`config.mk`:
```
export PLATFORM = sky130hd
export DESIGN_NAME = decompMul8
export DESIGN_NICKNAME = d
export VERILOG_FILES = /design/src/rtl/decompMul8_pkg.sv /design/src/rtl/fullAdd.sv /design/src/rtl/arrayMul4.sv /design/src/rtl/nibbleSum3.sv /design/src/rtl/decompMul8.sv
export SDC_FILE = /design/constraint.sdc
export NUM_CORES = 1
export LEC_CHECK = 0
export BUFFER_PORTS_ARGS = -buffer_cell sky130_fd_sc_hd__buf_2
export CORE_UTILIZATION = 50
export DETAILED_ROUTE_END_ITERATION = 6
export GPL_TIMING_DRIVEN = 0
export PLACE_DENSITY_LB_ADDON = 0.2
export SETUP_SLACK_MARGIN = 0.1
export SYNTH_ARGS = -nofsm -noshare
export SYNTH_HDL_FRONTEND = slang
export SYNTH_SLANG_ARGS = --single-unit
```
`constraint.sdc`:
```
create_clock -name vclk -period 23.5
set_clock_uncertainty 0.15 [all_clocks]
set_input_delay 2.35 -clock vclk [all_inputs]
set_output_delay 2.35 -clock vclk [all_outputs]
set_load 0.02 [all_outputs]
```
`src/rtl/decompMul8_pkg.sv`:
```
package decompMul8_pkg;

  // Default half-operand width used throughout the block.
  localparam int HALF_W = 4;

  // Unary (thermometer) form of a column carry of 0..2.
  typedef struct packed {
    logic lo;  // set when the carry is at least 1
    logic hi;  // set when the carry is 2
  } colCarry_t;

  // Convert the two bits that overflow a column into thermometer form.
  function automatic colCarry_t toThermo(input logic [1:0] ovf);
    colCarry_t c;
    c.lo = ovf[1] | ovf[0];
    c.hi = ovf[1];
    return c;
  endfunction

endpackage

```
`src/rtl/fullAdd.sv`:
```
module fullAdd (
  input  logic x,
  input  logic y,
  input  logic ci,
  output logic s,
  output logic co
);
  logic halfSum;
  assign halfSum = x ^ y;
  assign s       = halfSum ^ ci;
  assign co      = (x & y) | (ci & halfSum);
endmodule

```
`src/rtl/arrayMul4.sv`:
```
module arrayMul4 #(
  parameter int W = 4
) (
  input  logic [W-1:0]   mulA,
  input  logic [W-1:0]   mulB,
  output logic [2*W-1:0] prod
);
  localparam int PW = 2 * W;

  logic [W-1:0] cellSum [W];
  logic [W:0]   cellCarry [W];
  logic [W-1:0] sumIn [W];
  logic [W-1:0] ppBit [W];

  for (genvar j = 0; j < W; j++) begin : gRow
    assign cellCarry[j][0] = 1'b0;
    for (genvar i = 0; i < W; i++) begin : gCol
      assign ppBit[j][i] = mulA[i] & mulB[j];
      if (j == 0) begin : gFirst
        assign sumIn[j][i] = 1'b0;
      end else if (i < W - 1) begin : gShift
        assign sumIn[j][i] = cellSum[j-1][i+1];
      end else begin : gTop
        assign sumIn[j][i] = cellCarry[j-1][W];
      end
      fullAdd uCell (
        .x (ppBit[j][i]),
        .y (sumIn[j][i]),
        .ci(cellCarry[j][i]),
        .s (cellSum[j][i]),
        .co(cellCarry[j][i+1])
      );
    end
    assign prod[j] = cellSum[j][0];
  end

  for (genvar i = 1; i < W; i++) begin : gUpper
    assign prod[W-1+i] = cellSum[W-1][i];
  end
  assign prod[PW-1] = cellCarry[W-1][W];

  always_comb begin
    AST_SUBPROD_EXACT: assert (prod == PW'(mulA) * PW'(mulB));
  end
endmodule

```
`src/rtl/nibbleSum3.sv`:
```
module nibbleSum3 #(
  parameter int W = 4
) (
  input  logic [W-1:0] inX,
  input  logic [W-1:0] inY,
  input  logic [W-1:0] inZ,
  input  logic         cinLo,
  input  logic         cinHi,
  output logic [W+1:0] colRes
);
  localparam int RW = W + 2;

  logic [W-1:0] rowS;
  logic [W-1:0] rowC;
  logic [W:0]   opU;
  logic [W:0]   opV;
  logic [W+1:0] chain;

  // Rank of full adders: three bits per position reduced to sum and carry.
  for (genvar i = 0; i < W; i++) begin : gReduce
    fullAdd uRed (
      .x (inX[i]),
      .y (inY[i]),
      .ci(inZ[i]),
      .s (rowS[i]),
      .co(rowC[i])
    );
  end

  // Carry vector moves up one place; the free slot takes one carry-in wire,
  // the adder's own carry-in takes the other.
  assign opU = {1'b0, rowS};
  assign opV = {rowC, cinLo};
  assign chain[0] = cinHi;

  for (genvar k = 0; k <= W; k++) begin : gRipple
    fullAdd uRip (
      .x (opU[k]),
      .y (opV[k]),
      .ci(chain[k]),
      .s (colRes[k]),
      .co(chain[k+1])
    );
  end
  assign colRes[W+1] = chain[W+1];

  always_comb begin
    AST_COL_EXACT: assert (colRes == RW'(inX) + RW'(inY) + RW'(inZ)
                           + RW'(cinLo) + RW'(cinHi));
    AST_CIN_THERMO: assert (!(cinHi && !cinLo));
  end
endmodule

```
`src/rtl/decompMul8.sv`:
```
module decompMul8
  import decompMul8_pkg::*;
#(
  parameter int HW = HALF_W
) (
  input  logic [2*HW-1:0] opA,
  input  logic [2*HW-1:0] opB,
  output logic [4*HW-1:0] prodOut
);
  localparam int OW = 2 * HW;
  localparam int PW = 4 * HW;
  localparam int NSUB = 4;

  logic [HW-1:0]   aHalf [2];
  logic [HW-1:0]   bHalf [2];
  logic [OW-1:0]   subProd [NSUB];
  logic [HW+1:0]   colMid1;
  logic [HW+1:0]   colMid2;
  logic [HW+1:0]   colTop;
  colCarry_t       carry1;
  colCarry_t       carry2;

  assign aHalf[0] = opA[HW-1:0];
  assign aHalf[1] = opA[OW-1:HW];
  assign bHalf[0] = opB[HW-1:0];
  assign bHalf[1] = opB[OW-1:HW];

  // subProd[k]: A half selected by k[0], B half selected by k[1].
  for (genvar k = 0; k < NSUB; k++) begin : gSub
    arrayMul4 #(.W(HW)) uSub (
      .mulA(aHalf[k % 2]),
      .mulB(bHalf[k / 2]),
      .prod(subProd[k])
    );
  end

  nibbleSum3 #(.W(HW)) uColMid1 (
    .inX  (subProd[0][OW-1:HW]),
    .inY  (subProd[1][HW-1:0]),
    .inZ  (subProd[2][HW-1:0]),
    .cinLo(1'b0),
    .cinHi(1'b0),
    .colRes(colMid1)
  );
  assign carry1 = toThermo(colMid1[HW+1:HW]);

  nibbleSum3 #(.W(HW)) uColMid2 (
    .inX  (subProd[1][OW-1:HW]),
    .inY  (subProd[2][OW-1:HW]),
    .inZ  (subProd[3][HW-1:0]),
    .cinLo(carry1.lo),
    .cinHi(carry1.hi),
    .colRes(colMid2)
  );
  assign carry2 = toThermo(colMid2[HW+1:HW]);

  nibbleSum3 #(.W(HW)) uColTop (
    .inX  (subProd[3][OW-1:HW]),
    .inY  ({HW{1'b0}}),
    .inZ  ({HW{1'b0}}),
    .cinLo(carry2.lo),
    .cinHi(carry2.hi),
    .colRes(colTop)
  );

  assign prodOut = {colTop[HW-1:0], colMid2[HW-1:0], colMid1[HW-1:0],
                    subProd[0][HW-1:0]};

  always_comb begin
    AST_PRODUCT_EXACT: assert (prodOut == PW'(opA) * PW'(opB));
    AST_CARRY_BOUND1: assert (colMid1[HW+1:HW] != 2'b11);
    AST_CARRY_BOUND2: assert (colMid2[HW+1:HW] != 2'b11);
    AST_TOP_FITS: assert (colTop[HW+1:HW] == 2'b00);
    AST_ZERO_OPERAND: assert (!((opA == '0) || (opB == '0)) || (prodOut == '0));
  end
endmodule

```
# Yosys cells after proc, flatten, opt, wreduce, memory -nomap -nowiden
# Index checks and enable logic that the tools add are counted.
# totals
regBits	0
elab_cells	344
input_bits	16
out_inout_bits	16
# op_classes
n_bitwise	344
# op_table
cell	count
bitwise AND 1 bit	179
XOR 1 bit	116
bitwise OR 1 bit	49

# Depth between registers and ports, before layout
# Gate-level depths: netlist of the first run.
# depth
depth_word	41
depth_mapped	31

# Hierarchy
# A second synthesis of the first run with hierarchy kept.
# hier_totals
cells_unflattened	200
area_unflattened_um2	2527.4
# by_module_without_submodules
module	instances	area_per_inst_um2	seq_area_each_um2	cells_per_inst
fullAdd	91	20.0	0.0	1
arrayMul4	4	163.9	0.0	25
nibbleSum3	3	11.3	0.0	2
decompMul8	1	16.3	0.0	3

# Worst setup path after synthesis of the first run
# No wires, ideal clock.
# synth_timing
path_type	input-to-output
start	input opA[0]
end	output prodOut[15]
required_ns	21.000
setup_slack_ns	11.794
path_stages	29
arrival_ns	9.206
cell_sequence	and2_1 -> ha_1 -> inv_1 -> fa_1 -> fa_1 -> fa_1 -> fa_1 -> inv_1 -> fa_1 -> fa_1 -> fa_1 -> inv_1 -> fa_1 -> inv_1 -> fa_1 -> inv_1 -> fa_1 -> fa_1 -> inv_1 -> fa_1 -> fa_1 -> inv_1 -> fa_1 -> inv_1 -> fa_1 -> ha_1 -> ha_1 -> xor2_1 -> buf_4
# synth_between
elab_chain_cells	41
elab_cells_between_ends	169
# synth_lines
item	line_no	rtl
from (decl)	decompMul8.sv:6	input logic [2*HW-1:0] opA,
bitwise AND 1 bit	arrayMul4.sv:18	assign ppBit[j][i] = mulA[i] & mulB[j];
bitwise AND 1 bit (2 in series)	fullAdd.sv:11	assign co = (x & y) | (ci & halfSum);
bitwise OR 1 bit	fullAdd.sv:11	
bitwise AND 1 bit or XOR 1 bit (tied branches)	fullAdd.sv:11, fullAdd.sv:10	
bitwise OR 1 bit or XOR 1 bit (tied branches)	fullAdd.sv:11, fullAdd.sv:9	
XOR 1 bit or bitwise AND 1 bit (tied branches)	fullAdd.sv:10, fullAdd.sv:11	
XOR 1 bit or bitwise OR 1 bit (tied branches)	fullAdd.sv:9, fullAdd.sv:11	
XOR 1 bit or bitwise AND 1 bit (tied branches)	fullAdd.sv:10, fullAdd.sv:11	
[... 23 more ...]	n/a	
bitwise OR 1 bit	fullAdd.sv:11	
bitwise AND 1 bit or XOR 1 bit (tied branches)	fullAdd.sv:11, fullAdd.sv:10	
bitwise OR 1 bit	decompMul8_pkg.sv:15	c.lo = ovf[1] | ovf[0];
XOR 1 bit	fullAdd.sv:9	assign halfSum = x ^ y;
bitwise AND 1 bit	fullAdd.sv:11	
bitwise OR 1 bit *	fullAdd.sv:11	
bitwise AND 1 bit * (2 in series)	fullAdd.sv:11	
XOR 1 bit *	fullAdd.sv:10	assign s = halfSum ^ ci;
to (decl)	decompMul8.sv:8	output logic [4*HW-1:0] prodOut
# Mark *: on every way between the ends. The rest lies on a longest branch, timed or not.

# Final worst setup path of the first run
# layout_timing
start	input opA[1]
end	output prodOut[15]
# layout_between
elab_chain_cells	41
elab_cells_between_ends	174
# layout_lines
item	line_no
bitwise AND 1 bit	arrayMul4.sv:18
bitwise AND 1 bit or XOR 1 bit (tied branches)	fullAdd.sv:11, fullAdd.sv:9
bitwise AND 1 bit	fullAdd.sv:11
bitwise OR 1 bit	fullAdd.sv:11
bitwise AND 1 bit or XOR 1 bit (tied branches)	fullAdd.sv:11, fullAdd.sv:10
bitwise OR 1 bit or XOR 1 bit (tied branches)	fullAdd.sv:11, fullAdd.sv:9
XOR 1 bit or bitwise AND 1 bit (tied branches)	fullAdd.sv:10, fullAdd.sv:11
XOR 1 bit or bitwise OR 1 bit (tied branches)	fullAdd.sv:9, fullAdd.sv:11
[... 24 more ...]	n/a
bitwise OR 1 bit	fullAdd.sv:11
bitwise AND 1 bit or XOR 1 bit (tied branches)	fullAdd.sv:11, fullAdd.sv:10
bitwise OR 1 bit	decompMul8_pkg.sv:15
XOR 1 bit	fullAdd.sv:9
bitwise AND 1 bit	fullAdd.sv:11
bitwise OR 1 bit *	fullAdd.sv:11
bitwise AND 1 bit * (2 in series)	fullAdd.sv:11
XOR 1 bit *	fullAdd.sv:10
# Marked as above.

==> results.json, run 1 <==
{
  "run_status": "completed",
  "place_hpwl_mm": 2.635,
  "wl_mm": 2.838,
  "hp-class": "input pin to output port",
  "yosys-top-cells-area": "fa_1, inv_1, ha_1, and2_1, buf_4",
  "post_drt_wl_per_cell_microns": 9.753,
  "seq_area_frac_synth_pct": 0,
  "via_count": 1295,
  "period_needed_ps": 12260,
  "final.period_utilization_pct": 52.16,
  "fin_area_sq_mm": 0.002103,
  "seq_cells": 0,
  "layout-drive-gt1-share_pct": 19.59,
  "ys_types": 7,
  "crit_family": "adder cells",
  "core_area_sq_mm": 0.003468,
  "rows": 21,
  "die_w_microns": 63.41,
  "ctsHoldBuffers": 0,
  "power.leakage_nw": 1.164,
  "die_y_microns": 63.41,
  "cts_resized": 0,
  "slew_violations": 0,
  "endpoint_kind": "output port",
  "synth_top_area_share_pct": 49.90,
  "drt_iter0_drc": 9,
  "nets": 329,
  "gp_congestion": 0.7795,
  "vias_per_cell": 4.450,
  "fillers": 347,
  "clock_buffers": 0,
  "area_delta_synth_final_pct": 11.55,
  "slowest_stage": "fa_1",
  "rsz0062_at_grt": "false",
  "first_global_vias": 1302,
  "initial_core_util_pct": 54.37,
  "multi_input_area_sq_mm": 0.001518,
  "dieArea_sq_mm": 0.004021,
  "hold_path_startpoint": "opB[0]",
  "worst-path-max-fanout": 8,
  "placed_cell_area_sq_mm": 0.002103,
  "critical_path_class": "input pin to output port",
  "mostFrequentLayoutCells": "inv_1, fa_1, and2_1",
  "firstDrtPassIters": 4,
  "post_cts_buffers": 0,
  "synth_simple_gate_area_share_pct": 17.52,
  "grt_overflow": 0,
  "antenna_found_initial": 0,
  "powerDensity_mw_per_mm2": 75.61,
  "postRouteAntennaNets": 0,
  "startpoint": "opA[1]",
  "synth_top_family_by_area": "adder cells",
  "yosysTopAreaCell": "fa_1",
  "cp_num_buf_inv": 11,
  "cp.required_ps": 21000,
  "synth-compound-area-share_pct": 0,
  "max_freq_ghz": 0.08159,
  "start_kind": "input pin",
  "hold_end": "prodOut[0]",
  "peakVddDrop_uv": 36.08,
  "pin_count": 32,
  "synth_cells": 213,
  "worst_path_most_repeated_cell": "fa_1",
  "setup_viol": 0,
  "register_area_sq_um": 0,
  "syn_area_sq_mm": 0.001886,
  "synth_xor_area_share_pct": 0.4645,
  "max_stage_delay_ps": 520,
  "drc": 0,
  "synthAdderAreaFrac_pct": 62.51,
  "gr-usage-all-layers_pct": 16.07,
  "worst_slew_pin_slew_ps": 165.4,
  "grt_start_max_net_pins": 9,
  "synth_nets": 295,
  "hold_depth": 4,
  "maxSlewHeadroom_pct": 88.96,
  "yosys_warnings": 0,
  "numPortBuffers": 32,
  "drv_cap": 0,
  "crit_arrival_ps": 9760,
  "avgSynthCellArea_sq_um": 8.852,
  "synth_mux_area_share_pct": 0,
  "hold_violations": 0,
  "finalSetupTns_ps": 0,
  "layout_commonest_cell": "inv_1",
  "grt_pass1_wl_mm": 5.230,
  "diodes": 0
}
-- cell families after synthesis --
logic type | after synthesis
fa+ha+maj | 66
simple gates | 64
xor+xnor | 1
buf+inv | 82
-- metrics by stage --
stage	power [mW]	std cells	hold WS, ps	utilization (%)	setup WS (ps)
final	0.1590	291	5082	60.64	11240
after global routing	0.1800	291	5141	60.64	10900
after CTS	0.1632	291	5083	60.64	11190
after detailed placement	0.1628	291	5083	60.64	11200
after global placement	0.1587	291	5084	60.64	11250
after floorplan	0.1252	213	4772	-	11790
-- worst max path at each step --
stage | end | slack [ps] | cells past startpoint
after floorplan | prodOut[15] | 11790 | 29
after global placement | prodOut[15] | 11250 | 31
after detailed placement | prodOut[15] | 11200 | 31
after CTS | prodOut[15] | 11190 | 31
after global routing | prodOut[15] | 10900 | 31
final | prodOut[15] | 11240 | 31
-- area by class of cell --
cell class	instances	area share (%)
buffer	16	5.711
inverter	66	11.78
multi-input combinational	131	72.16
tap	46	2.736
timing repair buffer	32	7.615
-- Yosys cell counts (all sizes together) --
cell and number:
and2 36, buf 16, fa 47, ha 19
inv 66, nand2 28, xor2 1
-- report_power, final --
group	total, mW	switching [mW]	internal (mW)
logic	0.159	0.0839	0.0751
registers	0	0	0
clock network	0	0	0
-- routing by layer --
metal  vias up  GRT usage (%)  wire length [microns]
met1       637          21.02                   1354
met3         0         0.1812                     60
met2        18          31.25                   1423
li1        640              -                      -
met4         0              0                      0
met5         -              0                      0
Note: power is estimated with default switching activity, not from simulation.
==> run 2: changes to the inputs <==
==> constraint.sdc (replaced) <==
create_clock -name vclk -period 9.9
set_clock_uncertainty 0.15 [all_clocks]
set_input_delay 0.99 -clock vclk [all_inputs]
set_output_delay 0.99 -clock vclk [all_outputs]
set_load 0.02 [all_outputs]
==> run 2 against run 1 <==
Sequential cell count stayed put. Critical path depth stayed put. Global-route usage stayed put. Combinational power is 140% higher. Via count is 0.15% higher. Utilization is 0.43 points higher. Critical path type unchanged.
==> results.json, run 2 (synthesis results as in run 1) <==
{
  "gr-usage-all-layers_pct": 16.07,
  "die_w_microns": 63.41,
  "place_hpwl_mm": 2.635,
  "grt_pass1_wl_mm": 5.230,
  "rows": 21,
  "powerDensity_mw_per_mm2": 179.0,
  "mostFrequentLayoutCells": "inv_1, fa_1, and2_1",
  "p_int_uw": 179.5,
  "setup_viol": 0,
  "drv_cap": 0,
  "final_cells": 291,
  "run_status": "completed",
  "diodes": 0,
  "dr_wl_met2_mm": 1.423,
  "top_layer": "met3",
  "grt_overflow": 0,
  "hp-class": "input pin to output port",
  "finalSetupTns_ps": 0,
  "clock_buffers": 0,
  "final_core_util_pct": 61.08,
  "layout-drive-gt1-share_pct": 20.82,
  "place_inst": 291,
  "postRouteAntennaNets": 0,
  "power.leakage_nw": 1.166,
  "antenna_found_initial": 0,
  "start_kind": "input pin",
  "initial_core_util_pct": 54.37,
  "maxSlewHeadroom_pct": 88.96,
  "numPortBuffers": 32,
  "gp_congestion": 0.7795,
  "firstDrtPassIters": 4,
  "first_global_vias": 1302,
  "seq_cells": 0,
  "critical_path_depth": 31,
  "drc": 0,
  "die_y_microns": 63.41,
  "wl_met1_mm": 1.346,
  "wl_mm": 2.830,
  "p_seq_share_pct": 0,
  "pwr-share-clk_pct": 0,
  "peakVddDrop_uv": 85.65,
  "worst_slew_pin_slew_ps": 165.4,
  "final.period_utilization_pct": 95.18,
  "cp_num_buf_inv": 11,
  "crit_family": "adder cells",
  "pwr-share-comb_pct": 100.0,
  "worst_path_most_repeated_cell": "fa_1",
  "cp.required_ps": 8760,
  "worst-path-max-fanout": 8,
  "rsz0062_at_grt": "false",
  "hold_depth": 4,
  "slew_violations": 0,
  "layout_commonest_cell": "inv_1",
  "pin_count": 32,
  "max_freq_ghz": 0.1061,
  "post_drt_wl_per_cell_microns": 9.725,
  "grt_start_max_net_pins": 9,
  "crit_arrival_ps": 8280,
  "slowest_stage": "fa_1",
  "drt_iter0_drc": 10,
  "vias_per_cell": 4.457,
  "endpoint_kind": "output port",
  "p_sw_uw": 199.6,
  "area_delta_synth_final_pct": 12.34,
  "nets": 329,
  "max_stage_delay_ps": 520,
  "p_sw_share_pct": 52.65,
  "core_area_sq_mm": 0.003468,
  "critical_path_class": "input pin to output port",
  "via_count": 1297,
  "hold_violations": 0,
  "register_area_sq_um": 0,
  "dr_wl_met3_microns": 60,
  "period_needed_ps": 9423,
  "dieArea_sq_mm": 0.004021
}
==> run 2: cell types whose count changed in the layout (fill, tap and decap cells not counted) <==
cell	before	now
buf_2	32	29
clkbuf_4	0	3
fa_1	47	44
fa_2	0	3
==> run 2: power by group through the flow <==
stage	Combinational, mW	Clock (mW)	Sequential, mW
4_1_cts	0.387	0	0
3_5_place_dp	0.386	0	0
3_3_place_gp	0.377	0	0
6_report	0.379	0	0
5_1_grt	0.429	0	0
2_1_floorplan	0.297	0	0
==> run 2: routing by layer <==
layer	vias up	GRT usage, %
li1	641	-
met1	638	21.02
met2	18	31.25
met3	0	0.1812
met4	0	0
met5	-	0
==> run 2: area by class of cell <==
type | count | area (sq um)
plain buffers | 16 | 120.1
fillers | 348 | 1350
inverters | 66 | 247.7
multi-input cells | 131 | 1525
well taps | 46 | 57.56
repair buffers | 32 | 167.7
==> run 2: metrics by stage <==
| step | hold WS [ps] | cell area [sq um] | total power [mW] | setup WS (ps) |
|---|---|---|---|---|
| after floorplan | 2052 | 1886 | 0.2972 | 914.3 |
| after global placement | 2364 | 2103 | 0.3767 | 365.9 |
| after detailed placement | 2363 | 2103 | 0.3863 | 316.3 |
| after CTS | 2363 | 2103 | 0.3875 | 312.9 |
| after global routing | 2404 | 2118 | 0.4292 | 149.1 |
| final | 2345 | 2118 | 0.3791 | 477.2 |
==> run 2: final timing paths <==
path              startpoint     endpoint  slack (ps)
hold / removal        opA[0]   prodOut[0]        2340
setup / recovery      opB[0]  prodOut[15]         480
==> run 2: repair_timing <==
action | CTS | global route
buffers inserted | 0 | 0
endpoints found under the setup margin | 0 | 1
hold buffers | 0 | 0
gates resized for setup | 0 | 6
